**config.mk**
```make
export PLATFORM = sky130hd
export DESIGN_NAME = extint_sense_ctrl
export DESIGN_NICKNAME = d
export VERILOG_FILES = /design/src/rtl/extint_pkg.sv /design/src/rtl/extint_sync.sv /design/src/rtl/extint_irq_chan.sv /design/src/rtl/extint_nmi_chan.sv /design/src/rtl/extint_regs.sv /design/src/rtl/extint_sense_ctrl.sv
export SDC_FILE = /design/constraint.sdc
export NUM_CORES = 1
export LEC_CHECK = 0
export BUFFER_PORTS_ARGS = -buffer_cell sky130_fd_sc_hd__buf_4
export CORE_ASPECT_RATIO = 1.1
export CORE_MARGIN = 3
export CORE_UTILIZATION = 49
export CTS_BUF_LIST = sky130_fd_sc_hd__clkbuf_16
export DETAILED_ROUTE_END_ITERATION = 16
export MAX_ROUTING_LAYER = met4
export PLACE_DENSITY = 0.73
export RECOVER_POWER = 100
export SETUP_SLACK_MARGIN = 0.2
export SYNTH_ARGS = -nofsm -noshare
export SYNTH_HDL_FRONTEND = slang
export SYNTH_SLANG_ARGS = --single-unit
```
**constraint.sdc**
```tcl
create_clock -name clk -period 2.4 [get_ports clk]
set_clock_uncertainty 0.1 [all_clocks]
set_input_delay 0.12 -clock clk [delete_from_list [all_inputs] [get_ports clk]]
set_output_delay 0.12 -clock clk [all_outputs]
set_load 0.1 [all_outputs]
```
**src/rtl/extint_pkg.sv**
```systemverilog
`timescale 1ns/1ps
package extint_pkg;

  typedef enum logic [1:0] {
    SENSE_LOW  = 2'd0,
    SENSE_FALL = 2'd1,
    SENSE_RISE = 2'd2,
    SENSE_BOTH = 2'd3
  } sense_e;

  localparam int OFF_NMI_STAT  = 'h00;
  localparam int OFF_NMI_CLR   = 'h04;
  localparam int OFF_NMI_SENSE = 'h08;
  localparam int OFF_IRQ_STAT  = 'h10;
  localparam int OFF_IRQ_CLR   = 'h14;
  localparam int OFF_IRQ_SENSE = 'h18;

  // Edge event for a request channel given its sense code.
  function automatic logic irq_edge_hit(sense_e mode, logic prev, logic cur);
    logic hit;
    case (mode)
      SENSE_FALL: hit = prev & ~cur;
      SENSE_RISE: hit = ~prev & cur;
      SENSE_BOTH: hit = prev ^ cur;
      default:    hit = 1'b0;
    endcase
    return hit;
  endfunction

  // Edge event for the non-maskable channel.
  function automatic logic nmi_edge_hit(logic want_rise, logic prev, logic cur);
    return want_rise ? (~prev & cur) : (prev & ~cur);
  endfunction

  // Extract channel n's sense code from a packed sense vector.
  function automatic sense_e sense_at(logic [31:0] vec, int n);
    return sense_e'(vec[2*n +: 2]);
  endfunction

endpackage

```
**src/rtl/extint_sync.sv**
```systemverilog
`timescale 1ns/1ps
module extint_sync #(
  parameter int   W       = 1,
  parameter logic IDLE_LVL = 1'b1
) (
  input  logic         clk,
  input  logic         rst_n,
  input  logic [W-1:0] d_async,
  output logic [W-1:0] d_sync
);

  for (genvar i = 0; i < W; i++) begin : g_bit
    logic meta_q;
    logic stab_q;
    always_ff @(posedge clk or negedge rst_n) begin
      if (!rst_n) begin
        meta_q <= IDLE_LVL;
        stab_q <= IDLE_LVL;
      end else begin
        meta_q <= d_async[i];
        stab_q <= meta_q;
      end
    end
    assign d_sync[i] = stab_q;
  end

endmodule

```
**src/rtl/extint_irq_chan.sv**
```systemverilog
`timescale 1ns/1ps
module extint_irq_chan
  import extint_pkg::*;
#(
  parameter logic IDLE_LVL = 1'b1
) (
  input  logic   clk,
  input  logic   rst_n,
  input  sense_e mode,
  input  logic   pin_s,
  input  logic   clr,
  output logic   flag,
  output logic   evt
);

  logic prev_q;
  logic lvl_mode;

  always_ff @(posedge clk or negedge rst_n) begin
    if (!rst_n) prev_q <= IDLE_LVL;
    else        prev_q <= pin_s;
  end

  assign evt      = irq_edge_hit(mode, prev_q, pin_s);
  assign lvl_mode = (mode == SENSE_LOW);

  always_ff @(posedge clk or negedge rst_n) begin
    if (!rst_n)        flag <= 1'b0;
    else if (lvl_mode) flag <= ~pin_s;
    else if (evt)      flag <= 1'b1;
    else if (clr)      flag <= 1'b0;
  end

  // level mode follows the pin regardless of clear
  assert_lvl_low_R6: assert property (@(posedge clk) disable iff (!rst_n)
    (lvl_mode && !pin_s) |=> flag);
  assert_lvl_high_R6: assert property (@(posedge clk) disable iff (!rst_n)
    (lvl_mode && pin_s) |=> !flag);
  // an edge wins over a concurrent clear
  assert_edge_wins_R8: assert property (@(posedge clk) disable iff (!rst_n)
    (!lvl_mode && evt) |=> flag);
  // clear without edge drops the flag
  assert_clear_R7: assert property (@(posedge clk) disable iff (!rst_n)
    (!lvl_mode && clr && !evt) |=> !flag);
  // no spontaneous set in edge modes
  assert_no_spont_R3: assert property (@(posedge clk) disable iff (!rst_n)
    (!lvl_mode && !evt && !flag) |=> !flag);

endmodule

```
**src/rtl/extint_nmi_chan.sv**
```systemverilog
`timescale 1ns/1ps
module extint_nmi_chan
  import extint_pkg::*;
#(
  parameter logic IDLE_LVL = 1'b1
) (
  input  logic clk,
  input  logic rst_n,
  input  logic want_rise,
  input  logic pin_s,
  input  logic clr,
  output logic flag,
  output logic evt
);

  logic prev_q;

  always_ff @(posedge clk or negedge rst_n) begin
    if (!rst_n) prev_q <= IDLE_LVL;
    else        prev_q <= pin_s;
  end

  assign evt = nmi_edge_hit(want_rise, prev_q, pin_s);

  always_ff @(posedge clk or negedge rst_n) begin
    if (!rst_n)   flag <= 1'b0;
    else if (evt) flag <= 1'b1;
    else if (clr) flag <= 1'b0;
  end

  // selected edge sets the flag
  assert_nmi_set_R9: assert property (@(posedge clk) disable iff (!rst_n)
    evt |=> flag);
  // clear without edge drops the flag
  assert_nmi_clr_R10: assert property (@(posedge clk) disable iff (!rst_n)
    (clr && !evt) |=> !flag);
  // flag holds when nothing happens
  assert_nmi_hold_R9: assert property (@(posedge clk) disable iff (!rst_n)
    (!clr && !evt) |=> (flag == $past(flag)));

endmodule

```
**src/rtl/extint_regs.sv**
```systemverilog
`timescale 1ns/1ps
module extint_regs
  import extint_pkg::*;
#(
  parameter int N_IRQ  = 16,
  parameter int ADDR_W = 12,
  localparam int SENSE_W = 2 * N_IRQ
) (
  input  logic               clk,
  input  logic               rst_n,
  input  logic [ADDR_W-1:0]  addr,
  input  logic               wr_en,
  input  logic [31:0]        wdata,
  input  logic [N_IRQ-1:0]   irq_flags,
  input  logic               nmi_flag,
  output logic [SENSE_W-1:0] irq_sense,
  output logic               nmi_rise,
  output logic [N_IRQ-1:0]   irq_clr,
  output logic               nmi_clr,
  output logic [31:0]        rdata
);

  logic sel_nmi_stat, sel_nmi_clr, sel_nmi_sense;
  logic sel_irq_stat, sel_irq_clr, sel_irq_sense;
  logic read_hit;

  assign sel_nmi_stat  = (addr == ADDR_W'(OFF_NMI_STAT));
  assign sel_nmi_clr   = (addr == ADDR_W'(OFF_NMI_CLR));
  assign sel_nmi_sense = (addr == ADDR_W'(OFF_NMI_SENSE));
  assign sel_irq_stat  = (addr == ADDR_W'(OFF_IRQ_STAT));
  assign sel_irq_clr   = (addr == ADDR_W'(OFF_IRQ_CLR));
  assign sel_irq_sense = (addr == ADDR_W'(OFF_IRQ_SENSE));
  assign read_hit      = sel_nmi_stat | sel_nmi_sense | sel_irq_stat | sel_irq_sense;

  always_ff @(posedge clk or negedge rst_n) begin
    if (!rst_n) begin
      irq_sense <= '0;
      nmi_rise  <= 1'b0;
    end else if (wr_en) begin
      if (sel_irq_sense) irq_sense <= wdata[SENSE_W-1:0];
      if (sel_nmi_sense) nmi_rise  <= wdata[0];
    end
  end

  assign irq_clr = (wr_en && sel_irq_clr) ? wdata[N_IRQ-1:0] : '0;
  assign nmi_clr = wr_en && sel_nmi_clr && wdata[0];

  always_comb begin
    rdata = 32'd0;
    if (sel_nmi_stat)  rdata = {31'd0, nmi_flag};
    if (sel_nmi_sense) rdata = {31'd0, nmi_rise};
    if (sel_irq_stat)  rdata = 32'(irq_flags);
    if (sel_irq_sense) rdata = 32'(irq_sense);
  end

  // unmapped reads return zero
  always_comb begin
    if (!read_hit) assert_unmapped_zero_R12: assert (rdata == 32'd0);
  end

  // sense register only moves on a write to its own offset
  assert_sense_hold_R2: assert property (@(posedge clk) disable iff (!rst_n)
    !(wr_en && sel_irq_sense) |=> $stable(irq_sense));
  // non-maskable sense bit only moves on its own write
  assert_nmi_sense_hold_R12: assert property (@(posedge clk) disable iff (!rst_n)
    !(wr_en && sel_nmi_sense) |=> $stable(nmi_rise));

endmodule

```
**src/rtl/extint_sense_ctrl.sv**
```systemverilog
`timescale 1ns/1ps
module extint_sense_ctrl
  import extint_pkg::*;
#(
  parameter int   N_IRQ    = 16,
  parameter int   ADDR_W   = 12,
  parameter logic IDLE_LVL = 1'b1
) (
  input  logic              clk,
  input  logic              rst_n,
  input  logic              nmi_pin,
  input  logic [N_IRQ-1:0]  irq_pin,
  input  logic [ADDR_W-1:0] addr,
  input  logic              wr_en,
  input  logic [31:0]       wdata,
  output logic [31:0]       rdata,
  output logic              nmi_out,
  output logic [N_IRQ-1:0]  irq_out
);

  localparam int SENSE_W = 2 * N_IRQ;

  logic [N_IRQ-1:0]   irq_s;
  logic               nmi_s;
  logic [SENSE_W-1:0] irq_sense;
  logic               nmi_rise;
  logic [N_IRQ-1:0]   irq_clr;
  logic               nmi_clr;
  logic [N_IRQ-1:0]   irq_flags;
  logic [N_IRQ-1:0]   irq_evt;
  logic               nmi_flag;
  logic               nmi_evt;

  extint_sync #(.W(N_IRQ + 1), .IDLE_LVL(IDLE_LVL)) u_sync (
    .clk     (clk),
    .rst_n   (rst_n),
    .d_async ({nmi_pin, irq_pin}),
    .d_sync  ({nmi_s, irq_s})
  );

  extint_regs #(.N_IRQ(N_IRQ), .ADDR_W(ADDR_W)) u_regs (
    .clk       (clk),
    .rst_n     (rst_n),
    .addr      (addr),
    .wr_en     (wr_en),
    .wdata     (wdata),
    .irq_flags (irq_flags),
    .nmi_flag  (nmi_flag),
    .irq_sense (irq_sense),
    .nmi_rise  (nmi_rise),
    .irq_clr   (irq_clr),
    .nmi_clr   (nmi_clr),
    .rdata     (rdata)
  );

  for (genvar n = 0; n < N_IRQ; n++) begin : g_irq
    extint_irq_chan #(.IDLE_LVL(IDLE_LVL)) u_chan (
      .clk   (clk),
      .rst_n (rst_n),
      .mode  (sense_at(32'(irq_sense), n)),
      .pin_s (irq_s[n]),
      .clr   (irq_clr[n]),
      .flag  (irq_flags[n]),
      .evt   (irq_evt[n])
    );
  end

  extint_nmi_chan #(.IDLE_LVL(IDLE_LVL)) u_nmi (
    .clk       (clk),
    .rst_n     (rst_n),
    .want_rise (nmi_rise),
    .pin_s     (nmi_s),
    .clr       (nmi_clr),
    .flag      (nmi_flag),
    .evt       (nmi_evt)
  );

  assign irq_out = irq_flags;
  assign nmi_out = nmi_flag;

  // an output rises only after a detected edge or in level mode
  assert_out_rise_R11: assert property (@(posedge clk) disable iff (!rst_n)
    $rose(nmi_out) |-> $past(nmi_evt));

endmodule

```
=== Word-level counts from Yosys, hierarchy flattened ===
Cells that the tools add are included.

* Flip-flop bits (word level): 101
* Bits in latches: 0
* Bits in writable memories: 0
* Bits in read-only memories: 0
* Output and inout port bits: 49
* Logic and storage cells: 318
* Memories: 0

* $add $sub $neg: 0
* Multiply operators: 0
* Divide/modulo/power cells: 0
* $lt $le $gt $ge: 0
* Eq/ne operators: 53
* Shift operators: 0
* Multiplexer cells: 72
* Bitwise gates (word level): 84
* Reduce and logical (&&, ||, !) cells: 39

{| class="wikitable"
|+ Operators with widths
! kind !! number
|-
| 2-bit == test, second input constant || 32
|-
| 1-bit 2-to-1 mux || 53
|-
| 1-bit case mux with 3 select lines || 16
|-
| 3-bit nonzero test || 16
|-
| 12-bit by 5-bit == test with 1-bit output, second input constant || 3
|-
| 1-bit bitwise AND || 34
|-
| 1-bit inverter || 34
|-
| 2-bit by 1-bit == test with 1-bit output, second input constant || 16
|-
| 2-bit logical NOT || 16
|-
| 16-bit 2-to-1 mux || 2
|-
| 32-bit 2-to-1 mux || 1
|-
| 1-bit bitwise XOR || 16
|-
| 12-bit by 3-bit == test with 1-bit output, second input constant || 1
|-
| 12-bit by 4-bit == test with 1-bit output, second input constant || 1
|-
| 12-bit logical NOT || 1
|-
| 2-bit AND reduction || 2
|-
| 1-bit logical AND || 3
|-
| 2-bit nonzero test || 1
|}

=== Depth between registers and ports, before layout ===
* Word-level depth: 6
* Gate-level depth with buffers: 5
* Gate-level depth less buffers: 5

=== Modules after synthesis ===
From an unflattened synthesis, not the netlist that was laid out.

* Cell total of the unflattened synthesis: 455
* Area, all modules: 5,268.8 µm²

{| class="wikitable"
|+ Modules (own cells, without submodules)
! module !! instances !! cells each !! area each (µm²)
|-
| extint_irq_chan || 16 || 15 || 137.6
|-
| extint_regs || 1 || 157 || 1,956.9
|-
| extint_sync || 1 || 51 || 1,021.0
|-
| extint_nmi_chan || 1 || 7 || 88.8
|}

=== Least setup slack after synthesis ===
No wires, ideal clock.

* Path type: reg-to-output
* Start point: register u_nmi.flag
* End point: output rdata[0]
* Arrival time: 4.387 ns
* Required time: 2.180 ns
* Path slack: -2.207 ns
* Cell stages (with the launch flop): 3
* Buffers on the path: 0
* Cell sequence: dfrtp_1 > mux4_2 > nor4b_1

* Cells in the longest elaborated chain, start to end: 4

{| class="wikitable"
|+ Ends and longest elaborated chain
! item !! RTL line !! source
|-
| start, declared || extint_nmi_chan.sv:12 || <nowiki>output logic flag,</nowiki>
|-
| start signal, assigned || extint_nmi_chan.sv:26 || <nowiki>if (!rst_n) flag <= 1'b0;</nowiki>
|-
| start signal, assigned || extint_nmi_chan.sv:27 || <nowiki>else if (evt) flag <= 1'b1;</nowiki>
|-
| start signal, assigned || extint_nmi_chan.sv:28 || <nowiki>else if (clr) flag <= 1'b0;</nowiki>
|-
| 1-bit 2-to-1 mux || extint_regs.sv:50 || <nowiki>if (sel_nmi_stat) rdata = {31'd0, nmi_flag};</nowiki>
|-
| 1-bit 2-to-1 mux || extint_regs.sv:51 || <nowiki>if (sel_nmi_sense) rdata = {31'd0, nmi_rise};</nowiki>
|-
| 16-bit 2-to-1 mux || extint_regs.sv:52 || <nowiki>if (sel_irq_stat) rdata = 32'(irq_flags);</nowiki>
|-
| 32-bit 2-to-1 mux || extint_regs.sv:53 || <nowiki>if (sel_irq_sense) rdata = 32'(irq_sense);</nowiki>
|-
| end, declared || extint_sense_ctrl.sv:16 || <nowiki>output logic [31:0] rdata,</nowiki>
|}

No other way between the ends.

=== Worst setup path after layout ===
* Start point: input addr[9]
* End point: output rdata[1]

* Cells in the longest elaborated chain, start to end: 3

{| class="wikitable"
|+ Ends and longest elaborated chain
! item !! RTL line !! source
|-
| start, declared || extint_sense_ctrl.sv:13 || <nowiki>input logic [ADDR_W-1:0] addr,</nowiki>
|-
| 12-bit by 5-bit == test with 1-bit output || extint_regs.sv:30 || <nowiki>assign sel_irq_stat = (addr == ADDR_W'(OFF_IRQ_STAT));</nowiki>
|-
| 16-bit 2-to-1 mux || extint_regs.sv:52 ||
|-
| 32-bit 2-to-1 mux * || extint_regs.sv:53 ||
|}

Every way passes the cells marked *; elsewhere a longest branch is shown, timed or not.

==> results_dict.tcl <==
set metrics [dict create \
    power-per-cell-area_nw_per_um2 573 \
    antenna_found_initial 0 \
    clockBufferDepth 2 \
    synth_nets 493 \
    netlist_area_um2 5040 \
    hpwl_um 7800 \
    areaGrowthSynthToFinish_pct 33.5 \
    grt_pass1_vias 3791 \
    multi_input_area_um2 2120 \
    place_ws_ps 144 \
    syn_area_per_cell_um2 12.7 \
    status "complete, no violations" \
    min_delay_path_depth 4 \
    die_h_um 112 \
    drc 0 \
    clk_latency_ps 340 \
    first_pass_iters 4 \
    wl_per_cell_um 17.3 \
    reg2reg_to "g_irq[4].u_chan.flag" \
    nNetsFinal 644 \
    fin_crit_sh 0.944 \
    arrival_ps 2050 \
    critPathRequiredTime_ps 2180 \
    yosysUniqueCellTypes 31 \
    clk_pin_slew_worst_paths_ps 70 \
    end_kind "output pin" \
    synth-edff-count 0 \
    crit_family "simple AND/OR/NAND/NOR gates" \
    route.met2.wl_um 6010 \
    finalWorstSetupSlack_ps 134 \
    ys_ff_latch 101 \
    crit_slowest_cell "or4_4" \
    ant_nets 0 \
    grt_max_degree 48 \
    num_antenna_cells 0 \
    final_max_slew_viol_count 0 \
    numClockSinks 101 \
    hp-start "addr[4]" \
    path_cells "clkbuf_4, or4_1, or4_4, buf_12, nor2_2, clkbuf_4" \
    wl_um 11600 \
    post-route-util 0.677 \
    cts_tree "yes" \
    die_x_um 103 \
    slowest_delay_ps 610 \
    grt_setup_unrepaired "false" \
    regArea_um2 2590 \
    start_util 0.507 \
    holdPathEnd "g_irq[15].u_chan.flag" \
    dp.cells 605 \
    crit_path_start_kind "input pin" \
    instances_no_fill 673 \
    wl_met3_um 408 \
    port_buffers 112 \
    ys_warn_count 0 \
    hold_viol 0 \
    clockRootBuffer "clkbuf_16" \
    drv_cap 0 \
    cts_buffers 9 \
    wl_met1_um 4800 \
    drt_iter0_markers 111 \
    grt_usage 0.218 \
    reg2regPathDepth 5 \
    ys.flop_type "dfstp_2" \
    ir_worst_vdd_v 0.000408 \
    crit_type "input pin to output pin" \
    max_slew_margin 0.185 \
    pin_count 113 \
    p_leak_nw 3.18 \
    die_area_um2 11500 \
    dpl_cell_area_um2 5990 \
    layout-drive-gt1-share 0.400 \
    fillers 727 \
    htree_levels 3 \
    ys_seq_area_frac 0.514 \
    yosysTopAreaCell "dfstp_2" \
    vias_per_cell 5.28 \
    std_cell_rows 38 \
    grt_overflow 0 \
    rr_startpoint "g_irq[4].u_chan.prev_q" \
    highest-signal-layer "met4" \
    grt_pass1_wl_um 18800 \
    hp-class "input pin to flip-flop" \
    fin_area_um2 6730 \
    synth_top_area_frac 0.266 \
    cp_common_cell "clkbuf_4" \
    path_buf_inv 3 \
    place_congestion 0.799 \
    async_flop_share 1.00 \
    fmax_ghz 0.441 \
    synth.area.top_cells "dfstp_2, dfrtp_1, ha_1" \
    r2r_slack_ps 650 \
    fin_setup_tns_ps 0 \
    setup_viol 0 \
    vias 3554 \
    core-area_um2 9940 \
    fin_crit_ps 2270 \
    cp_max_fo 6 \
    postSynthCellCount 397 \
    worstMarginPinSlew_ps 1230 \
]
## worst max path at each step
stage	startpoint	endpoint	slack (ps)	cells past startpoint
2_1_floorplan	addr[9]	rdata[13]	20	4
3_3_place_gp	addr[9]	rdata[15]	170	5
5_1_grt	addr[9]	rdata[2]	110	6
3_5_place_dp	addr[9]	rdata[15]	140	5
6_report	addr[9]	rdata[1]	130	6
4_1_cts	addr[9]	rdata[15]	220	6
## what timing repair did
action / CTS / global route
pin swaps: 1 / 0
resized for setup: 0 / 4
hold buffers: 50 / 0
endpoints found under the hold margin: 82 / 0
endpoints found under the setup margin: 15 / 4
setup buffers: 2 / 0
## per-layer routing
layer  global-route usage  vias to the layer above
met5                    -                        -
met4                0.103                        0
met3               0.0329                       31
met2                0.353                       93
met1                0.267                     1773
li1                     -                     1657
## logic make-up after synthesis
kind of cell	after synthesis	synth area share
flops	101	0.514
buf+inv	86	0.0834
simple gates	79	0.0943
mux	65	0.179
compound gates	34	0.0494
fa+ha+maj	32	0.0794
## power breakdown
part	switching [mW]	internal [mW]	total, mW	leakage, nW
Combinational	0.315	0.209	0.524	1.86
Clock	0.594	0.900	1.49	0.158
Sequential	0.0469	1.79	1.84	1.16
## tightest hold or removal path, delay by kind of cell
| family | cells | cell delay (ps) |
|---|---|---|
| AO/OA/AOI/OAI | 1 | 100 |
| buffers and inverters | 1 | 200 |
| AND/OR/NAND/NOR | 2 | 140 |
## cell type report
cell class | count | area share
sequential | 101 | 0.385
multi-input combinational | 210 | 0.314
timing repair buffer | 172 | 0.202
clock buffer | 9 | 0.0335
inverter | 54 | 0.0301
tap | 120 | 0.0223
clock inverter | 7 | 0.0123
## sequential cells by signal, summed over array words and instances, names as in the netlist
| signal | count |
|---|---|
| u_regs.irq_sense | 32 |
| u_sync.g_bit.meta_q | 17 |
| u_sync.g_bit.stab_q | 17 |
| g_irq.u_chan.flag | 16 |
| g_irq.u_chan.prev_q | 16 |
| u_nmi.flag | 1 |
| u_nmi.prev_q | 1 |
| u_regs.nmi_rise | 1 |
## cell usage after synthesis (2+ instances only)
| cell type | instances |
|---|---|
| and2_1 | 16 |
| buf_4 | 16 |
| buf_6 | 5 |
| clkbuf_1 | 10 |
| dfrtp_1 | 50 |
| dfstp_2 | 51 |
| ha_1 | 32 |
| inv_1 | 54 |
| mux2_1 | 4 |
| mux2_2 | 29 |
| mux2i_1 | 15 |
| mux4_2 | 17 |
| nand2_1 | 18 |
| nor2_1 | 6 |
| nor2_2 | 10 |
| nor4_1 | 17 |
| o21ai_0 | 4 |
| o21bai_1 | 12 |
| o31ai_1 | 16 |
| or3_1 | 2 |
| or4_4 | 2 |
| or4b_2 | 2 |
## placed cells by master (no fill, tap or decap), types with 5 or more instances in the layout
cell	n
inv_1	55
dlygate4sd3_1	50
dfrtp_1	49
buf_4	49
ha_1	32
mux2_2	29
clkbuf_4	27
dfstp_2	26
dfstp_1	25
clkbuf_1	19
clkbuf_2	19
nand2_1	18
mux4_2	17
nor4_1	17
o31ai_1	16
mux2i_1	15
o21bai_1	12
nor2_4	10
and2_2	10
clkbuf_16	9
and2_1	6
nor2_2	5
## through the flow
stage	power (mW)	hold WS, ps
detailed placement	2.36	-5.49
floorplan	2.18	-276
CTS	3.93	150
global placement	2.34	-6.37
finish	3.86	157
global route	4.02	175
Note: power is estimated with default switching activity, not from simulation.
